--- src/rtl/fprot_pkg.sv ---
`timescale 1ns/1ps
package fprot_pkg;

  localparam int SECT_LOG2 = 16;

  typedef enum logic [7:0] {
    OP_BULK = 8'd1,
    OP_SECT = 8'd2,
    OP_PROT = 8'd3
  } op_e;

  typedef enum logic [2:0] {
    RG_STATUS = 3'd0,
    RG_SID    = 3'd1,
    RG_DID    = 3'd2,
    RG_OP     = 3'd3,
    RG_ISR    = 3'd4,
    RG_IMR    = 3'd5,
    RG_CSEL   = 3'd6
  } reg_e;

  // Protected length in sectors for a level, saturated at 2**sect_w.
  function automatic int unsigned prot_span(input logic [3:0] lvl,
                                            input int unsigned sect_w);
    int unsigned n;
    n = int'(lvl);
    if (n == 0) return 0;
    if (n - 1 >= sect_w) return 1 << sect_w;
    return 1 << (n - 1);
  endfunction

  // Membership of a sector in a region anchored at the bottom or the top.
  function automatic logic in_region(input int unsigned sect,
                                     input int unsigned span,
                                     input logic bottom,
                                     input int unsigned nsect);
    if (bottom) return sect < span;
    return sect >= nsect - span;
  endfunction

endpackage

--- src/rtl/fprot_range.sv ---
`timescale 1ns/1ps
module fprot_range
  import fprot_pkg::*;
#(
  parameter int SECT_W = 4,
  parameter int NQ     = 2
) (
  input  logic [3:0]             level,
  input  logic                   bottom,
  input  logic [NQ-1:0][SECT_W-1:0] q_sect,
  output logic [NQ-1:0]          q_hit,
  output logic                   any_prot
);
  localparam int unsigned NSECT = 1 << SECT_W;

  logic [31:0] span;
  assign span     = prot_span(level, SECT_W);
  assign any_prot = (level != 4'd0);

  for (genvar g = 0; g < NQ; g++) begin : g_query
    assign q_hit[g] = in_region(32'(q_sect[g]), span, bottom, NSECT);
  end
endmodule

--- src/rtl/fprot_irq.sv ---
`timescale 1ns/1ps
module fprot_irq #(
  parameter int NB = 2
) (
  input  logic          clk,
  input  logic          rst_n,
  input  logic [NB-1:0] set_ev,
  input  logic          clr_we,
  input  logic [NB-1:0] clr_mask,
  input  logic          mask_we,
  input  logic [NB-1:0] mask_d,
  output logic [NB-1:0] isr,
  output logic [NB-1:0] imr,
  output logic          irq
);
  logic [NB-1:0] clr_eff;
  assign clr_eff = clr_we ? clr_mask : '0;

  always_ff @(posedge clk or negedge rst_n) begin
    if (!rst_n) begin
      isr <= '0;
      imr <= '0;
    end else begin
      isr <= (isr & ~clr_eff) | set_ev;
      if (mask_we) imr <= mask_d;
    end
  end

  assign irq = |(isr & imr);
endmodule

--- src/rtl/fprot_ctrl.sv ---
`timescale 1ns/1ps
module fprot_ctrl
  import fprot_pkg::*;
#(
  parameter logic [31:0] SILICON_ID = 32'h0000_0017,
  parameter logic [31:0] DEVICE_ID  = 32'h0000_201A,
  localparam int CAP_LOG2 = int'(DEVICE_ID[7:0]) - 6,
  localparam int FA_W     = CAP_LOG2,
  localparam int SECT_W   = CAP_LOG2 - SECT_LOG2
) (
  input  logic              clk,
  input  logic              rst_n,
  input  logic [2:0]        reg_addr,
  input  logic              reg_wr,
  input  logic              reg_rd,
  input  logic [31:0]       reg_wdata,
  output logic [31:0]       reg_rdata,
  input  logic              snoop_wr,
  input  logic [FA_W-1:0]   snoop_addr,
  output logic              erase_req,
  output logic [SECT_W-1:0] erase_sector,
  output logic              bulk_req,
  output logic              wr_req,
  output logic [FA_W-1:0]   wr_addr,
  output logic              irq
);
  localparam int NEV = 2;

  // Protection state
  logic [3:0]  prot_lvl;
  logic        prot_bot;
  logic [31:0] csel_q;
  logic [NEV-1:0] isr_q, imr_q;

  // Decoded events, named for the checker
  logic cmd_we, op_bulk, op_sect, op_prot;
  logic [SECT_W-1:0] cmd_sect, wr_sect;
  logic erase_hit, write_hit, any_prot;
  logic erase_ok, erase_bad, bulk_ok, write_ok, write_bad;

  assign cmd_we  = reg_wr && (reg_addr == RG_OP);
  assign op_bulk = cmd_we && (reg_wdata[7:0] == OP_BULK);
  assign op_sect = cmd_we && (reg_wdata[7:0] == OP_SECT);
  assign op_prot = cmd_we && (reg_wdata[7:0] == OP_PROT);

  assign cmd_sect = reg_wdata[8 +: SECT_W];
  assign wr_sect  = snoop_addr[FA_W-1 -: SECT_W];

  logic [1:0][SECT_W-1:0] q_sect;
  logic [1:0]             q_hit;
  assign q_sect[0] = cmd_sect;
  assign q_sect[1] = wr_sect;

  fprot_range #(.SECT_W(SECT_W), .NQ(2)) range_i (
    .level    (prot_lvl),
    .bottom   (prot_bot),
    .q_sect   (q_sect),
    .q_hit    (q_hit),
    .any_prot (any_prot)
  );

  assign erase_hit = q_hit[0];
  assign write_hit = q_hit[1];

  assign erase_ok  = op_sect && !erase_hit;
  assign bulk_ok   = op_bulk && !any_prot;
  assign erase_bad = (op_sect && erase_hit) || (op_bulk && any_prot);
  assign write_ok  = snoop_wr && !write_hit;
  assign write_bad = snoop_wr && write_hit;

  fprot_irq #(.NB(NEV)) irq_i (
    .clk      (clk),
    .rst_n    (rst_n),
    .set_ev   ({write_bad, erase_bad}),
    .clr_we   (reg_wr && (reg_addr == RG_ISR)),
    .clr_mask (reg_wdata[NEV-1:0]),
    .mask_we  (reg_wr && (reg_addr == RG_IMR)),
    .mask_d   (reg_wdata[NEV-1:0]),
    .isr      (isr_q),
    .imr      (imr_q),
    .irq      (irq)
  );

  always_ff @(posedge clk or negedge rst_n) begin
    if (!rst_n) begin
      prot_lvl     <= '0;
      prot_bot     <= 1'b0;
      csel_q       <= '0;
      erase_req    <= 1'b0;
      erase_sector <= '0;
      bulk_req     <= 1'b0;
      wr_req       <= 1'b0;
      wr_addr      <= '0;
    end else begin
      erase_req <= erase_ok;
      bulk_req  <= bulk_ok;
      wr_req    <= write_ok;
      if (erase_ok) erase_sector <= cmd_sect;
      if (write_ok) wr_addr <= snoop_addr;
      if (op_prot) begin
        prot_lvl <= reg_wdata[11:8];
        prot_bot <= reg_wdata[12];
      end
      if (reg_wr && (reg_addr == RG_CSEL)) csel_q <= reg_wdata;
    end
  end

  logic [31:0] status_w;
  assign status_w = {25'd0, prot_lvl[3], prot_bot, prot_lvl[2:0], 2'b00};

  always_comb begin
    reg_rdata = '0;
    if (reg_rd) begin
      case (reg_addr)
        RG_STATUS: reg_rdata = status_w;
        RG_SID:    reg_rdata = SILICON_ID;
        RG_DID:    reg_rdata = DEVICE_ID;
        RG_ISR:    reg_rdata = 32'(isr_q);
        RG_IMR:    reg_rdata = 32'(imr_q);
        RG_CSEL:   reg_rdata = csel_q;
        default:   reg_rdata = '0;
      endcase
    end
  end
endmodule

--- config.mk ---
export PLATFORM = sky130hd
export DESIGN_NAME = fprot_ctrl
export DESIGN_NICKNAME = d
export VERILOG_FILES = /design/src/rtl/fprot_pkg.sv /design/src/rtl/fprot_range.sv /design/src/rtl/fprot_irq.sv /design/src/rtl/fprot_ctrl.sv
export SDC_FILE = /design/constraint.sdc
export NUM_CORES = 1
export LEC_CHECK = 0
export CAP_MARGIN = 25
export CELL_PAD_IN_SITES_DETAIL_PLACEMENT = 0
export CELL_PAD_IN_SITES_GLOBAL_PLACEMENT = 1
export CORE_MARGIN = 1.5
export CORE_UTILIZATION = 32
export DETAILED_ROUTE_END_ITERATION = 8
export PLACE_DENSITY = 0.79
export SYNTH_ARGS = -nofsm -noshare
export SYNTH_HDL_FRONTEND = slang
export SYNTH_SLANG_ARGS = --single-unit
--- constraint.sdc ---
create_clock -name clk -period 3.1 [get_ports clk]
set_input_delay 0.465 -clock clk [delete_from_list [all_inputs] [get_ports clk]]
set_output_delay 0.465 -clock clk [all_outputs]
set_load 0.02 [all_outputs]
# After elaboration in Yosys (flattened, before gate mapping)

Cells that the tools add are included.

Add/subtract/negate cells: 2
Order comparisons: 5
Eq/ne operators: 9
Shift-type cells: 1
Multiplexer cells: 14
Bitwise logic cells: 4
Reduce and logical (&&, ||, !) cells: 21

Operators with widths:

| kind                    | count |
|---|---|
| $pmux W32 S6            | 1 |
| $mux W32                | 3 |
| $ge A4 B32 Y1           | 2 |
| $lt A4 B32 Y1           | 2 |
| $ge A32 B3 Y1 const B   | 1 |
| $shl A1 B32 Y32 const A | 1 |
| $sub A5 B32 Y32 const A | 1 |
| $eq A8 B2 Y1 const B    | 2 |
| $logic_and A1 B1 Y1     | 13 |
| $eq A3 B3 Y1 const B    | 3 |
| $eq A8 B1 Y1 const B    | 1 |
| $mux W1                 | 8 |
| $eq A3 B2 Y1 const B    | 2 |
| $mux W5                 | 1 |
| $sub A4 B1 Y5 const B   | 1 |
| $and A2 B2 Y2           | 2 |
| $logic_not A4 Y1        | 1 |
| $reduce_bool A4 Y1      | 1 |
| $eq A3 B1 Y1 const B    | 1 |
| $logic_not A1 Y1        | 3 |
| $logic_not A3 Y1        | 1 |
| $mux W2                 | 1 |
| $not A2 Y2              | 1 |
| $or A2 B2 Y2            | 1 |
| other kinds (2)         | 2 |

Register bits: 68
Input port bits: 60
Output and inout port bits: 60
Word-level logic and storage cells: 66

# Depth between registers and ports, before layout

Depth after elaboration: 12
Mapped depth: 14

# Hierarchy

From an unflattened synthesis, not the netlist that was laid out.

Cells, all modules: 291
Area, all modules: 3,570.9 um^2

By module, submodules not included:

| module      | instances | cells an instance | area an instance (um^2) | seq. area each (um^2) |
|---|---|---|---|---|
| fprot_ctrl  | 1         | 213               | 2,875.3                 | 1,601.5 |
| fprot_range | 1         | 67                | 534.3                   | 0.0 |
| fprot_irq   | 1         | 11                | 161.4                   | 100.1 |

# Worst setup path after synthesis

OpenSTA, ideal clock, no wires.

Path kind: register to register
From: register prot_lvl[0]
To: register erase_sector[0]
Setup time: 0.125 ns
Arrival time: 2.902 ns
Setup slack: 0.073 ns
Cell stages (with the launch flop): 14
Buffers on the path: 0
Path through: dfrtp_1 inv_1 ha_1 nor2b_1 a22o_1 nand3_1 ha_1 xnor2_1 ha_1 o21a_1 o2bb2ai_1 a211oi_2 a211oi_4 mux2_2

Longest elaborated chain between the ends: 11

RTL lines:

| element                                          | RTL line                         | source |
|---|---|---|
| start, declared                                  | fprot_ctrl.sv:30                 | `logic [3:0] prot_lvl;` |
| start signal, assigned                           | fprot_ctrl.sv:101                | `prot_lvl <= reg_wdata[11:8];` |
| $sub A4 B1 Y5                                    | fprot_pkg.sv:28, fprot_pkg.sv:29 |  |
| $ge A32 B3 Y1                                    | fprot_pkg.sv:28                  | `if (n - 1 >= sect_w) return 1 << sect_w;` |
| $mux W1 (2 in series)                            | fprot_pkg.sv:28                  |  |
| $mux W32                                         | fprot_pkg.sv:29                  | `return 1 << (n - 1);` |
| $mux W32 *                                       | fprot_pkg.sv:28                  |  |
| $sub A5 B32 Y32 or $lt A4 B32 Y1 (tied branches) | fprot_pkg.sv:38, fprot_pkg.sv:37 |  |
| $ge A4 B32 Y1 or $mux W1 (tied branches)         | fprot_pkg.sv:38, fprot_pkg.sv:37 |  |
| $mux W1 *                                        | fprot_pkg.sv:38                  | `return sect >= nsect - span;` |
| $logic_not A1 Y1 *                               | fprot_ctrl.sv:65                 | `assign erase_ok = op_sect && !erase_hit;` |
| $logic_and A1 B1 Y1 *                            | fprot_ctrl.sv:65                 |  |
| via erase_ok                                     | fprot_ctrl.sv:39                 | `logic erase_ok, erase_bad, bulk_ok, write_ok, write_bad;` |
| end signal, assigned                             | fprot_ctrl.sv:98                 | `if (erase_ok) erase_sector <= cmd_sect;` |
| end, declared                                    | fprot_ctrl.sv:21                 | `output logic [SECT_W-1:0] erase_sector,` |

The timed path passes the listed nets; every way through them passes the cells marked *. The select of a mux whose other input is x is not followed.
A chain may end at the register's enable or synchronous reset.

# Worst setup path in the final report

From: register prot_lvl[1]
To: register erase_sector[3]

The elaborated chain is that of the path after synthesis.

==> metrics.txt <==
predominant post-synthesis flop cell=sky130_fd_sc_hd__dfrtp_1; status=completed; Post-CTS Hold Buffers=0; Skew-Pair Late Insertion Delay=around 0.32 ns; floorplan die area=about 13,000 µm²; core footprint=12,200 µm²; mean post-synth cell area=around 9.8 µm²; number of enable-type register cells in the synthesized netlist=0; period utilisation layout=0.973; class of the most critical setup path=reg2reg; CTS root buf=sky130_fd_sc_hd__clkbuf_16; critical path startpoint category=flip-flop; area growth from synthesis to final layout=50.0%; antenna diode count=0; Boundary Pins=120; CTS tree=done; vias per cell=around 5; Total Routed Length=around 12,000 µm; pin count of the biggest net entering global routing=between 60 and 70; combined area of all synthesized cells=roughly 4000 µm²; remaining number of nets flagged by the antenna check after routing=0; htree depth=3; Avg WL per Cell=about 16 µm; GP Congestion=between 0.8 and 0.9; number of standard cells after synthesis=414; FF-to-FF Start=prot_lvl[1]; number of DRC markers in iteration 0=~220; Synth top cells by count=sky130_fd_sc_hd__dfrtp_1, sky130_fd_sc_hd__inv_1, sky130_fd_sc_hd__nand3_1, sky130_fd_sc_hd__mux2_2, sky130_fd_sc_hd__and2_1; worst slack at placement=-0.100 ns; Clock Skews=about 0.0033 ns; dpl hpwl=7720 µm; DRC violations left=0; largest area contributor in the synthesized netlist=sky130_fd_sc_hd__dfrtp_1; relative slew slack=0.400; number of buffers created by CTS=9; post-synthesis async set-or-reset flop share=1.00; total iterations of the first detailed-routing run=4; portion of the post-synthesis area used by sequential elements=0.421; Worst Max-Slew Pin Slew=about 0.9 ns; data arrival time of the critical path=around 3.2 ns; number of library cell types mapped by synthesis=48; global-route wire length before repair=~18,000 µm; cell area power density=approximately 440 nW/µm²; Worst Setup Slack, final=0.0849 ns; effective utilization at floorplan=0.332; share of post-route cells with drive strength above 1=0.242; total gr overflow=0; via count of the first global-routing pass=around 3.6k; total number of vias=3,598; synthesis warning total=0; Clock Pin Slew Worst Setup and Hold Paths=~0.060 ns; timing-limited maximum frequency=approximately 330 MHz; start point of the critical path=prot_lvl[1]; most common cell in the netlist=sky130_fd_sc_hd__dfrtp_1; clock sink count=68; number of hold-slack violations in the final timing report=0; Hold Crit Class=in2async; Placed Cells=around 700; Worst EP required=3.31 ns; Tot GR Track Use=0.177; Seq cells post-synth=68; largest fanout on the critical path=5; Critical Path End Type=flip-flop; clock period minus worst slack=roughly 3 ns; share of Yosys cell area claimed by the top area cell type=0.421; Die H=between 100 and 150 µm; Die X-Extent=115 µm; max-slew violation count=0; number of nets at the end of the flow=about 620; post-route cell area=6060 µm²; number of antenna violations at the first check in global routing=0; final-report setup violation count=0; leakage component of the power=around 2.6 nW; Finished Layout Cells=~700; Peak VDD IR=between 0.0002 and 0.0003 V; port bufs=approximately 120; synthesized netlist net count=490; number of max-cap violations=0; top cells by area in the synthesized netlist=sky130_fd_sc_hd__dfrtp_1, sky130_fd_sc_hd__mux2_2, sky130_fd_sc_hd__nand3_1; total placed instance area=between 5000 and 6000 µm²; number of buffers between clock root and the deepest sink=2; number of placement rows=40; Post-Route Utilization=0.498
[power breakdown]
| group | switching, W | internal [W] | leakage [nW] |
|---|---|---|---|
| Sequential | 0.0000735 | 0.00102 | 0.840 |
| Clock | 0.000392 | 0.000668 | 0.152 |
| Combinational | 0.000237 | 0.000300 | 1.63 |
| Total | 0.000703 | 0.00198 | 2.62 |
[flip-flops by register name, summed over array words and instances (netlist names)]
signal and flops:
irq_i.imr 2, bulk_req 1, wr_addr 20, prot_lvl 4
erase_sector 4, erase_req 1, wr_req 1, prot_bot 1
csel_q 32, irq_i.isr 2
[repair_timing]
item / in CTS / in global routing
setup buffers: 0 / 5
gates resized for setup: 7 / 21
hold endpoints to repair: 0 / 0
endpoints found under the setup margin: 19 / 26
gates cloned: 0 / 3
pin swaps: 1 / 9
[kinds of logic after synthesis]
group | count (synthesis) | synth area share
AND/OR/NAND/NOR | 123 | 0.161
XOR/XNOR | 4 | 0.00867
adder cells (fa/ha/maj) | 16 | 0.0496
AO/OA/AOI/OAI | 82 | 0.166
flip-flops | 68 | 0.421
multiplexers | 41 | 0.114
buffers and inverters | 80 | 0.0787
[final timing paths]
| check | endpoint | slack [ns] | cells past startpoint |
|---|---|---|---|
| worst max-delay path | erase_sector[3] | 0.08 | 14 |
| worst max register to register | erase_sector[3] | 0.08 | 14 |
| worst min register to register | csel_q[8] | 0.47 | 2 |
| min in group clk | csel_q[8] | 0.47 | 2 |
| max in group asynchronous | prot_lvl[1] | 2.21 | 1 |
| worst min-delay path | csel_q[29] | 0.27 | 1 |
[metal layers]
metal	wire length, µm	vias to the layer above	global-route usage
met5	0	-	0
met4	108	0	0.0527
met3	451	9	0.0390
met2	5650	76	0.284
met1	5530	1773	0.240
li1	-	1740	-
[final cells by class]
class	count	area (µm²)
clock buffer	11	253
clock inverter	5	60.1
fill	1140	6100
tap	168	210
sequential	68	1700
multi-input combinational	266	2140
inverter	53	199
timing repair buffer	150	1490
[stage by stage]
| stage | setup TNS, ns | power (W) | hold WS, ns |
|---|---|---|---|
| floorplan | 0 | 0.00137 | 0.169 |
| global placement | 0 | 0.00161 | 0.462 |
| detailed placement | -0.403 | 0.00163 | 0.464 |
| CTS | 0 | 0.00272 | 0.295 |
| global route | -0.192 | 0.00283 | 0.334 |
| finish | 0 | 0.00269 | 0.265 |
[cell usage in the layout, fill, tap and decap left out, drive strengths merged, types with 5 or more instances in the layout]
master	n
and2	24
nand3	47
a21oi	10
o31ai	21
mux2	41
dfrtp	68
clkdlybuf4s50	118
nor2	16
ha	16
o221a	20
nor3	5
buf	30
o21ai	11
inv	53
clkbuf	13
nand2	14
[worst max-delay path, stage by stage, from the launching register on]
cell and delay, ns:
sky130_fd_sc_hd__dfrtp_2 0.43, sky130_fd_sc_hd__inv_2 0.08, sky130_fd_sc_hd__ha_4 0.16, sky130_fd_sc_hd__nor2b_4 0.15, sky130_fd_sc_hd__a22o_1 0.16, sky130_fd_sc_hd__nand3_1 0.16
sky130_fd_sc_hd__ha_4 0.22, sky130_fd_sc_hd__xnor2_2 0.14, sky130_fd_sc_hd__ha_1 0.20, sky130_fd_sc_hd__nor3_1 0.26, sky130_fd_sc_hd__o2bb2ai_2 0.14, sky130_fd_sc_hd__a211oi_2 0.07
sky130_fd_sc_hd__a211oi_4 0.24, sky130_fd_sc_hd__buf_4 0.18, sky130_fd_sc_hd__mux2_4 0.30
Power figures use the tool's default switching activity.
